--- src/rtl/flash_guard_pkg.sv ---
package flash_guard_pkg;
  localparam int unsigned NUM_WIN    = 4;
  localparam int unsigned ADDR_W     = 24;
  localparam int unsigned DATA_W     = 32;
  localparam int unsigned PAGE_SHIFT = 12;
  localparam int unsigned FIELD_W    = 13;
  localparam int unsigned EN_BIT     = 31;

  typedef struct packed {
    logic               en;
    logic [FIELD_W-1:0] base;
    logic [FIELD_W-1:0] limit;
  } win_cfg_t;
endpackage

--- src/rtl/fg_cfg_decode.sv ---
module fg_cfg_decode #(
  parameter int unsigned NUM_WIN = 4,
  parameter int unsigned SEL_W   = 3
) (
  input  logic               clk_i,
  input  logic               rst_ni,
  input  logic               we_i,
  input  logic [SEL_W-1:0]   sel_i,
  input  logic               lock_i,
  output logic               fence_we_o,
  output logic [NUM_WIN-1:0] win_we_o,
  output logic               locked_o
);
  logic locked_q;
  logic wr_ok;

  always_ff @(posedge clk_i or negedge rst_ni) begin
    if (!rst_ni)     locked_q <= 1'b0;
    else if (lock_i) locked_q <= 1'b1;
  end

  // a write in the same cycle as the lock request is already refused
  assign wr_ok      = we_i & ~locked_q & ~lock_i;
  assign fence_we_o = wr_ok & (sel_i == '0);

  for (genvar k = 0; k < NUM_WIN; k++) begin : g_we
    assign win_we_o[k] = wr_ok & (sel_i == SEL_W'(k + 1));
  end

  assign locked_o = locked_q;
endmodule

--- src/rtl/fg_fence.sv ---
module fg_fence #(
  parameter int unsigned ADDR_W = 24,
  parameter int unsigned DATA_W = 32
) (
  input  logic              clk_i,
  input  logic              rst_ni,
  input  logic              we_i,
  input  logic [DATA_W-1:0] wdata_i,
  input  logic [ADDR_W-1:0] addr_i,
  output logic [DATA_W-1:0] rdata_o,
  output logic              below_o
);
  localparam int unsigned TOP_W = DATA_W - ADDR_W;

  logic [ADDR_W-1:0] bound_q;

  always_ff @(posedge clk_i or negedge rst_ni) begin
    if (!rst_ni)   bound_q <= '0;
    else if (we_i) bound_q <= wdata_i[ADDR_W-1:0];
  end

  assign rdata_o = {{TOP_W{1'b1}}, bound_q};
  assign below_o = addr_i < bound_q;
endmodule

--- src/rtl/fg_window.sv ---
module fg_window
  import flash_guard_pkg::*;
#(
  parameter int unsigned PAGE_W = 12
) (
  input  logic              clk_i,
  input  logic              rst_ni,
  input  logic              we_i,
  input  logic [DATA_W-1:0] wdata_i,
  input  logic [PAGE_W-1:0] page_i,
  output logic [DATA_W-1:0] rdata_o,
  output logic              hit_o
);
  win_cfg_t           cfg_q;
  logic [FIELD_W-1:0] page_x;

  always_ff @(posedge clk_i or negedge rst_ni) begin
    if (!rst_ni) cfg_q <= '0;
    else if (we_i) begin
      cfg_q.en    <= wdata_i[EN_BIT];
      cfg_q.base  <= wdata_i[2*FIELD_W-1:FIELD_W];
      cfg_q.limit <= wdata_i[FIELD_W-1:0];
    end
  end

  always_comb begin
    rdata_o                      = '0;
    rdata_o[EN_BIT]              = cfg_q.en;
    rdata_o[2*FIELD_W-1:FIELD_W] = cfg_q.base;
    rdata_o[FIELD_W-1:0]         = cfg_q.limit;
  end

  assign page_x = FIELD_W'(page_i);
  assign hit_o  = cfg_q.en & (page_x >= cfg_q.base) & (page_x <= cfg_q.limit);
endmodule

--- src/rtl/flash_guard.sv ---
module flash_guard
  import flash_guard_pkg::*;
#(
  parameter int unsigned N_WIN = NUM_WIN,
  parameter int unsigned SEL_W = $clog2(NUM_WIN + 1)
) (
  input  logic              clk_i,
  input  logic              rst_ni,
  input  logic              cfg_we_i,
  input  logic [SEL_W-1:0]  cfg_sel_i,
  input  logic [DATA_W-1:0] cfg_wdata_i,
  output logic [DATA_W-1:0] cfg_rdata_o,
  input  logic              lock_i,
  output logic              locked_o,
  input  logic              req_valid_i,
  input  logic [ADDR_W-1:0] req_addr_i,
  input  logic              req_write_i,
  output logic              block_o
);
  localparam int unsigned PAGE_W = ADDR_W - PAGE_SHIFT;

  logic                          fence_we;
  logic [N_WIN-1:0]              win_we;
  logic [DATA_W-1:0]             fence_q;
  logic                          fence_hit;
  logic [N_WIN-1:0]              range_hit;
  logic [N_WIN-1:0][DATA_W-1:0]  win_rd;

  fg_cfg_decode #(.NUM_WIN(N_WIN), .SEL_W(SEL_W)) u_dec (
    .clk_i     (clk_i),
    .rst_ni    (rst_ni),
    .we_i      (cfg_we_i),
    .sel_i     (cfg_sel_i),
    .lock_i    (lock_i),
    .fence_we_o(fence_we),
    .win_we_o  (win_we),
    .locked_o  (locked_o)
  );

  fg_fence #(.ADDR_W(ADDR_W), .DATA_W(DATA_W)) u_fence (
    .clk_i  (clk_i),
    .rst_ni (rst_ni),
    .we_i   (fence_we),
    .wdata_i(cfg_wdata_i),
    .addr_i (req_addr_i),
    .rdata_o(fence_q),
    .below_o(fence_hit)
  );

  for (genvar k = 0; k < N_WIN; k++) begin : g_win
    fg_window #(.PAGE_W(PAGE_W)) u_win (
      .clk_i  (clk_i),
      .rst_ni (rst_ni),
      .we_i   (win_we[k]),
      .wdata_i(cfg_wdata_i),
      .page_i (req_addr_i[ADDR_W-1:PAGE_SHIFT]),
      .rdata_o(win_rd[k]),
      .hit_o  (range_hit[k])
    );
  end

  always_comb begin
    cfg_rdata_o = '0;
    if (cfg_sel_i == '0) cfg_rdata_o = fence_q;
    for (int k = 0; k < N_WIN; k++)
      if (cfg_sel_i == SEL_W'(k + 1)) cfg_rdata_o = win_rd[k];
  end

  assign block_o = req_valid_i & (fence_hit | (req_write_i & (|range_hit)));
endmodule

--- config.mk ---
export PLATFORM = sky130hd
export DESIGN_NAME = flash_guard
export DESIGN_NICKNAME = d
export VERILOG_FILES = /design/src/rtl/flash_guard_pkg.sv /design/src/rtl/fg_cfg_decode.sv /design/src/rtl/fg_fence.sv /design/src/rtl/fg_window.sv /design/src/rtl/flash_guard.sv
export SDC_FILE = /design/constraint.sdc
export NUM_CORES = 1
export LEC_CHECK = 0
export BUFFER_PORTS_ARGS = -buffer_cell sky130_fd_sc_hd__buf_2
export CAP_MARGIN = 20
export CORE_ASPECT_RATIO = 0.7
export CORE_MARGIN = 2
export CORE_UTILIZATION = 65
export CTS_CLUSTER_DIAMETER = 120
export DETAILED_ROUTE_END_ITERATION = 10
export GPL_TIMING_DRIVEN = 1
export PLACE_DENSITY = 0.91
export SLEW_MARGIN = 10
export SYNTH_ARGS = -nofsm -noshare
export SYNTH_HDL_FRONTEND = slang
export SYNTH_SLANG_ARGS = --single-unit
--- constraint.sdc ---
create_clock -name clk_i -period 4.2 [get_ports clk_i]
set_input_delay 0.21 -clock clk_i [delete_from_list [all_inputs] [get_ports clk_i]]
set_output_delay 0.21 -clock clk_i [all_outputs]
set_load 0.01 [all_outputs]
After elaboration in Yosys (flattened, before gate mapping)
Cells that the tools add are included.
Widths: inputs -> output; s select.
- register bits: 133
- input bits: 65
- word-level logic and storage cells: 54
- order comparisons: 9
- equal/unequal tests: 4
- muxes and demuxes: 5
- bitwise gates (word level): 20
- reductions and logical operators: 2
- operators with widths (kind ; count):
    $mux 32 ; 5
    $ge 12x13->1 ; 4
    $le 12x13->1 ; 4
    $lt 24x24->1 ; 1
    $and 1x1->1 ; 17
    $eq 3x2->1 const B ; 2
    $reduce_or 4->1 ; 1
    $eq 3x1->1 const B ; 1
    $eq 3x3->1 const B ; 1
    $logic_not 3->1 ; 1
    $not 1->1 ; 2
    $or 1x1->1 ; 1

Logic depth before layout (Yosys ltp)
- word-level depth: 7
- mapped depth: 9

By module
From an unflattened synthesis, not the netlist that was laid out.
- cells, all modules: 1052
- area, all modules: 9346.5 µm²
- modules (own cells, without submodules) (module ; times used ; cells an instance ; area each (µm²)):
    fg_window ; 4 ; 171 ; 1611.5
    fg_fence ; 1 ; 166 ; 1486.4
    flash_guard ; 1 ; 192 ; 1315.0
    fg_cfg_decode ; 1 ; 10 ; 98.8

Least setup slack after synthesis
OpenSTA, ideal clock, no wires.
- path type: register to output
- start: reg g_win[3].u_win.cfg_q (netlist bit g_win[3].u_win.rdata_o[15])
- end: out block_o
- data arrival time: 1.761 ns
- setup slack: 2.229 ns
- cell stages (with the launch flop): 10
- cell sequence: dfrtp_1 -> inv_1 -> ha_1 -> nand2_1 -> o21ai_0 -> nand3_1 -> a2111oi_2 -> o221a_2 -> nor4_1 -> o22ai_1
- cells in the longest elaborated chain, start to end: 7
- ends and longest elaborated chain (item ; RTL line ; text):
    start: declaration ; fg_window.sv:14 ; win_cfg_t cfg_q;
    $ge 12x13->1 ; fg_window.sv:34 ; assign hit_o = cfg_q.en & (page_x >= cfg_q.base) & (page_x <= cfg_q.limit);
    $and 1x1->1 (2 in series) ; fg_window.sv:34 ;
    $reduce_or 4->1 ; flash_guard.sv:69 ; assign block_o = req_valid_i & (fence_hit | (req_write_i & (|range_hit)));
    $and 1x1->1 ; flash_guard.sv:69 ;
    $or 1x1->1 ; flash_guard.sv:69 ;
    $and 1x1->1 ; flash_guard.sv:69 ;
    end: declaration ; flash_guard.sv:18 ; output logic block_o
Every way passes these cells.

Worst setup path in the final report
- start: reg g_win[2].u_win.cfg_q (netlist bit g_win[2].u_win.rdata_o[15])
- end: out block_o
- cells in the longest elaborated chain, start to end: 7
- ends and longest elaborated chain (item ; RTL line):
    start: declaration ; fg_window.sv:14
    $ge 12x13->1 ; fg_window.sv:34
    $and 1x1->1 (2 in series) ; fg_window.sv:34
    $reduce_or 4->1 ; flash_guard.sv:69
    $and 1x1->1 ; flash_guard.sv:69
    $or 1x1->1 ; flash_guard.sv:69
    $and 1x1->1 ; flash_guard.sv:69
Every way passes these cells.

==> impl_metrics.tcl <==
set metrics [dict create \
    status "finished, final reports clean" \
    drive_above_1_share_pct 28.1 \
    ant_nets 0 \
    ff2ff_setup_slack_ns 1.63 \
    dpl.hpwl_mm 18.1 \
    cts_sinks 133 \
    synth_area_leaders "dfrtp_1 36%, ha_1 16%, mux2_2 11%" \
    ys.flop_type "dfrtp_1" \
    port_buffers 93 \
    clk_path_buf_depth 2 \
    cts-buffers-inserted 17 \
    post-cts-setup-buffers 0 \
    cts_tree "done" \
    synth-seq-cells 133 \
    worstMarginPinSlew_ns 1.04 \
    start_util_pct 66.4 \
    power.density_nw_per_um2 325 \
    synth_nets 1050 \
    setup_violations 0 \
    critPathKind "register to output pin" \
    place_congestion 0.966 \
    tns_ns 0 \
    critPathLaunchType "register" \
    hold_class "primary input to register" \
    finalPower_mw 3.38 \
    post_drt_via_cell_ratio 6.44 \
    grt_antenna_before_repair 0 \
    fin_crit_sh_pct 71.1 \
    p_leak_nw 5.10 \
    dr.pass1.iters 5 \
    maxCapViolCount 0 \
    grt_pass1_vias 7561 \
    clock-root-buffer "clkbuf_16" \
    global_route.usage.total_pct 35.2 \
    synthArstFlopShare_pct 100 \
    r2r-start "u_dec.locked_o" \
    die_y_um 104 \
    grt_pass1_wl_mm 40.9 \
    cts_max_level 4 \
    overflow 0 \
    first_iter_violations 670 \
    post-route-util_pct 74.6 \
    required_ns 3.99 \
    ys_warn_count 0 \
    ioPinCount 99 \
    maxSlewHeadroom_pct 30.3 \
    grt_setup_unrepaired "false" \
    critical_path_arrival_ns 2.77 \
    hold_viol 0 \
    synthToLayoutAreaGrowth_pct 12.4 \
    seq_area_frac_synth_pct 36.0 \
    nets 1135 \
    hp-start "cfg_wdata_i[22]" \
    fillCellCount 899 \
    routed_wl_mm 26.2 \
    yosysUniqueCellTypes 57 \
    drc_errors 0 \
    post_drt_wl_per_cell_um 22.7 \
    syn_area_per_cell_sq_um 10.7 \
    syn_inst 866 \
    die_w_um 146 \
    grt_max_degree 99 \
    slew_violations 0 \
    antenna_cells 0 \
    fin_crit_ns 2.98 \
    netlist_area_sq_um 9240 \
    synth.largest_area_cell "dfrtp_1" \
    cts.clk_slew.worst_paths_ns 0.06 \
    insertion_delay_ns 0.44 \
    end_kind "output pin" \
    die_area_sq_um 15200 \
    synth_top_area_share_pct 36.0 \
    startpoint "g_win[2].u_win.rdata_o[15]" \
    rows 36 \
    ir_worst_vdd_v 0.000312 \
    vias 7436 \
    skew_ns 0.00823 \
    synth_edf_count 0 \
    core_area_sq_um 13900 \
    fmax_mhz 335 \
    worstPathMaxFanout 3 \
]
## synth_stat cells (all sizes together), types with 2 or more instances
cell type and instances:
and2 2, mux2 132, ha 119, nand4 11, o22ai 31, o21a 3, inv 119, nand2b 7
nor4 6, and3 2, a21o 16, o21ai 13, mux2i 35, buf 28, a22oi 16, clkbuf 10
a311oi 2, a211o 3, a21oi 63, dfrtp 133, a211oi 9, a31oi 2, nand3b 3, nor2b 6
nand3 10, nor3 5, nand4b 4, nand2 20, nor2 40, o211ai 3
## state kept, by name, indices dropped and copies added, names as in the netlist
| signal | count |
|---|---|
| g_win.u_win.rdata_o | 108 |
| u_fence.bound_q | 24 |
| u_dec.locked_o | 1 |
## area by class of cell
type                            instances  area [sq um]  area share (%)
Clock inverter                         12           179            1.72
Sequential cell                       133          3330            32.0
Inverter                              119           447            4.30
Clock buffer                           20           447            4.30
Tap cell                              190           238            2.29
Multi-Input combinational cell        576          5190            50.0
Timing Repair Buffer                  104           559            5.38
## metal layers
layer / vias up / part of all wire, % / GRT usage, %
met2: 435 / 44 / 51.6
li1: 3270 / - / -
met4: 0 / 3.8 / 15.9
met3: 92 / 11 / 9.16
met5: - / 0 / 0
met1: 3639 / 42 / 49.3
## through the flow
step                      cell area (sq um)  cells  hold slack (ns)  setup WS, ns
final                                 10400   1154           0.0632          1.22
after global routing                  10400   1154           0.0707          1.15
after CTS                             10400   1154           0.0559          1.22
after detailed placement               9740   1120            0.362          1.54
after global placement                 9740   1120            0.362          1.56
after floorplan                        9240    866          -0.0856          2.23
## worst paths after layout
| check | to | cells past startpoint |
|---|---|---|
| setup reg to reg | g_win[0].u_win.rdata_o[2] | 5 |
| setup / recovery | block_o | 10 |
| hold reg to reg | g_win[3].u_win.rdata_o[24] | 1 |
| max in group asynchronous | g_win[3].u_win.rdata_o[22] | 3 |
| hold / removal | g_win[1].u_win.rdata_o[22] | 2 |
| min in group asynchronous | g_win[1].u_win.rdata_o[10] | 2 |
## where the power goes
part	switching (mW)	internal (mW)	leakage (nW)
logic	0.269	0.169	2.97
registers	0.0251	1.31	1.84
clock network	0.597	1.01	0.296
total	0.891	2.49	5.10
## placed cells by master (no fill, tap or decap), drive strengths merged, types with 2 or more instances in the layout
master | synthesis | final
a211o | 3 | 3
a211oi | 9 | 9
a21o | 16 | 16
a21oi | 63 | 63
a22oi | 16 | 16
a311oi | 2 | 2
a31oi | 2 | 2
and2 | 2 | 2
and3 | 2 | 2
buf | 28 | 102
bufinv | 0 | 4
clkbuf | 10 | 20
clkinv | 0 | 5
clkinvlp | 0 | 3
dfrtp | 133 | 133
dlygate4sd3 | 0 | 2
ha | 119 | 119
inv | 119 | 119
mux2 | 132 | 132
mux2i | 35 | 35
nand2 | 20 | 20
nand2b | 7 | 7
nand3 | 10 | 10
nand3b | 3 | 3
nand4 | 11 | 11
nand4b | 4 | 4
nor2 | 40 | 40
nor2b | 6 | 6
nor3 | 5 | 5
nor4 | 6 | 6
o211ai | 3 | 3
o21a | 3 | 3
o21ai | 13 | 13
o22ai | 31 | 31
## worst max-delay path: stages, from the launching register on
cell and delay, ns:
dfrtp_1 0.37, inv_1 0.05, ha_1 0.30, a21o_1 0.18
a31oi_1 0.17, o21ai_0 0.20, a311oi_1 0.35, nor3b_1 0.08
nor4_1 0.35, o22ai_1 0.14, buf_2 0.15
## timing repair
| item | in CTS | in global routing |
|---|---|---|
| resized for setup | 0 | 0 |
| hold endpoints to repair | 98 | 0 |
| hold buffers | 2 | 0 |
## kinds of logic after synthesis
kind of cell	Yosys count	share of synthesized area (%)
fa+ha+maj	119	16.1
compound gates	170	11.6
mux	167	21.5
flops	133	36.0
simple gates	120	6.95
buf+inv	157	7.79
Note: power is estimated with default switching activity, not from simulation.
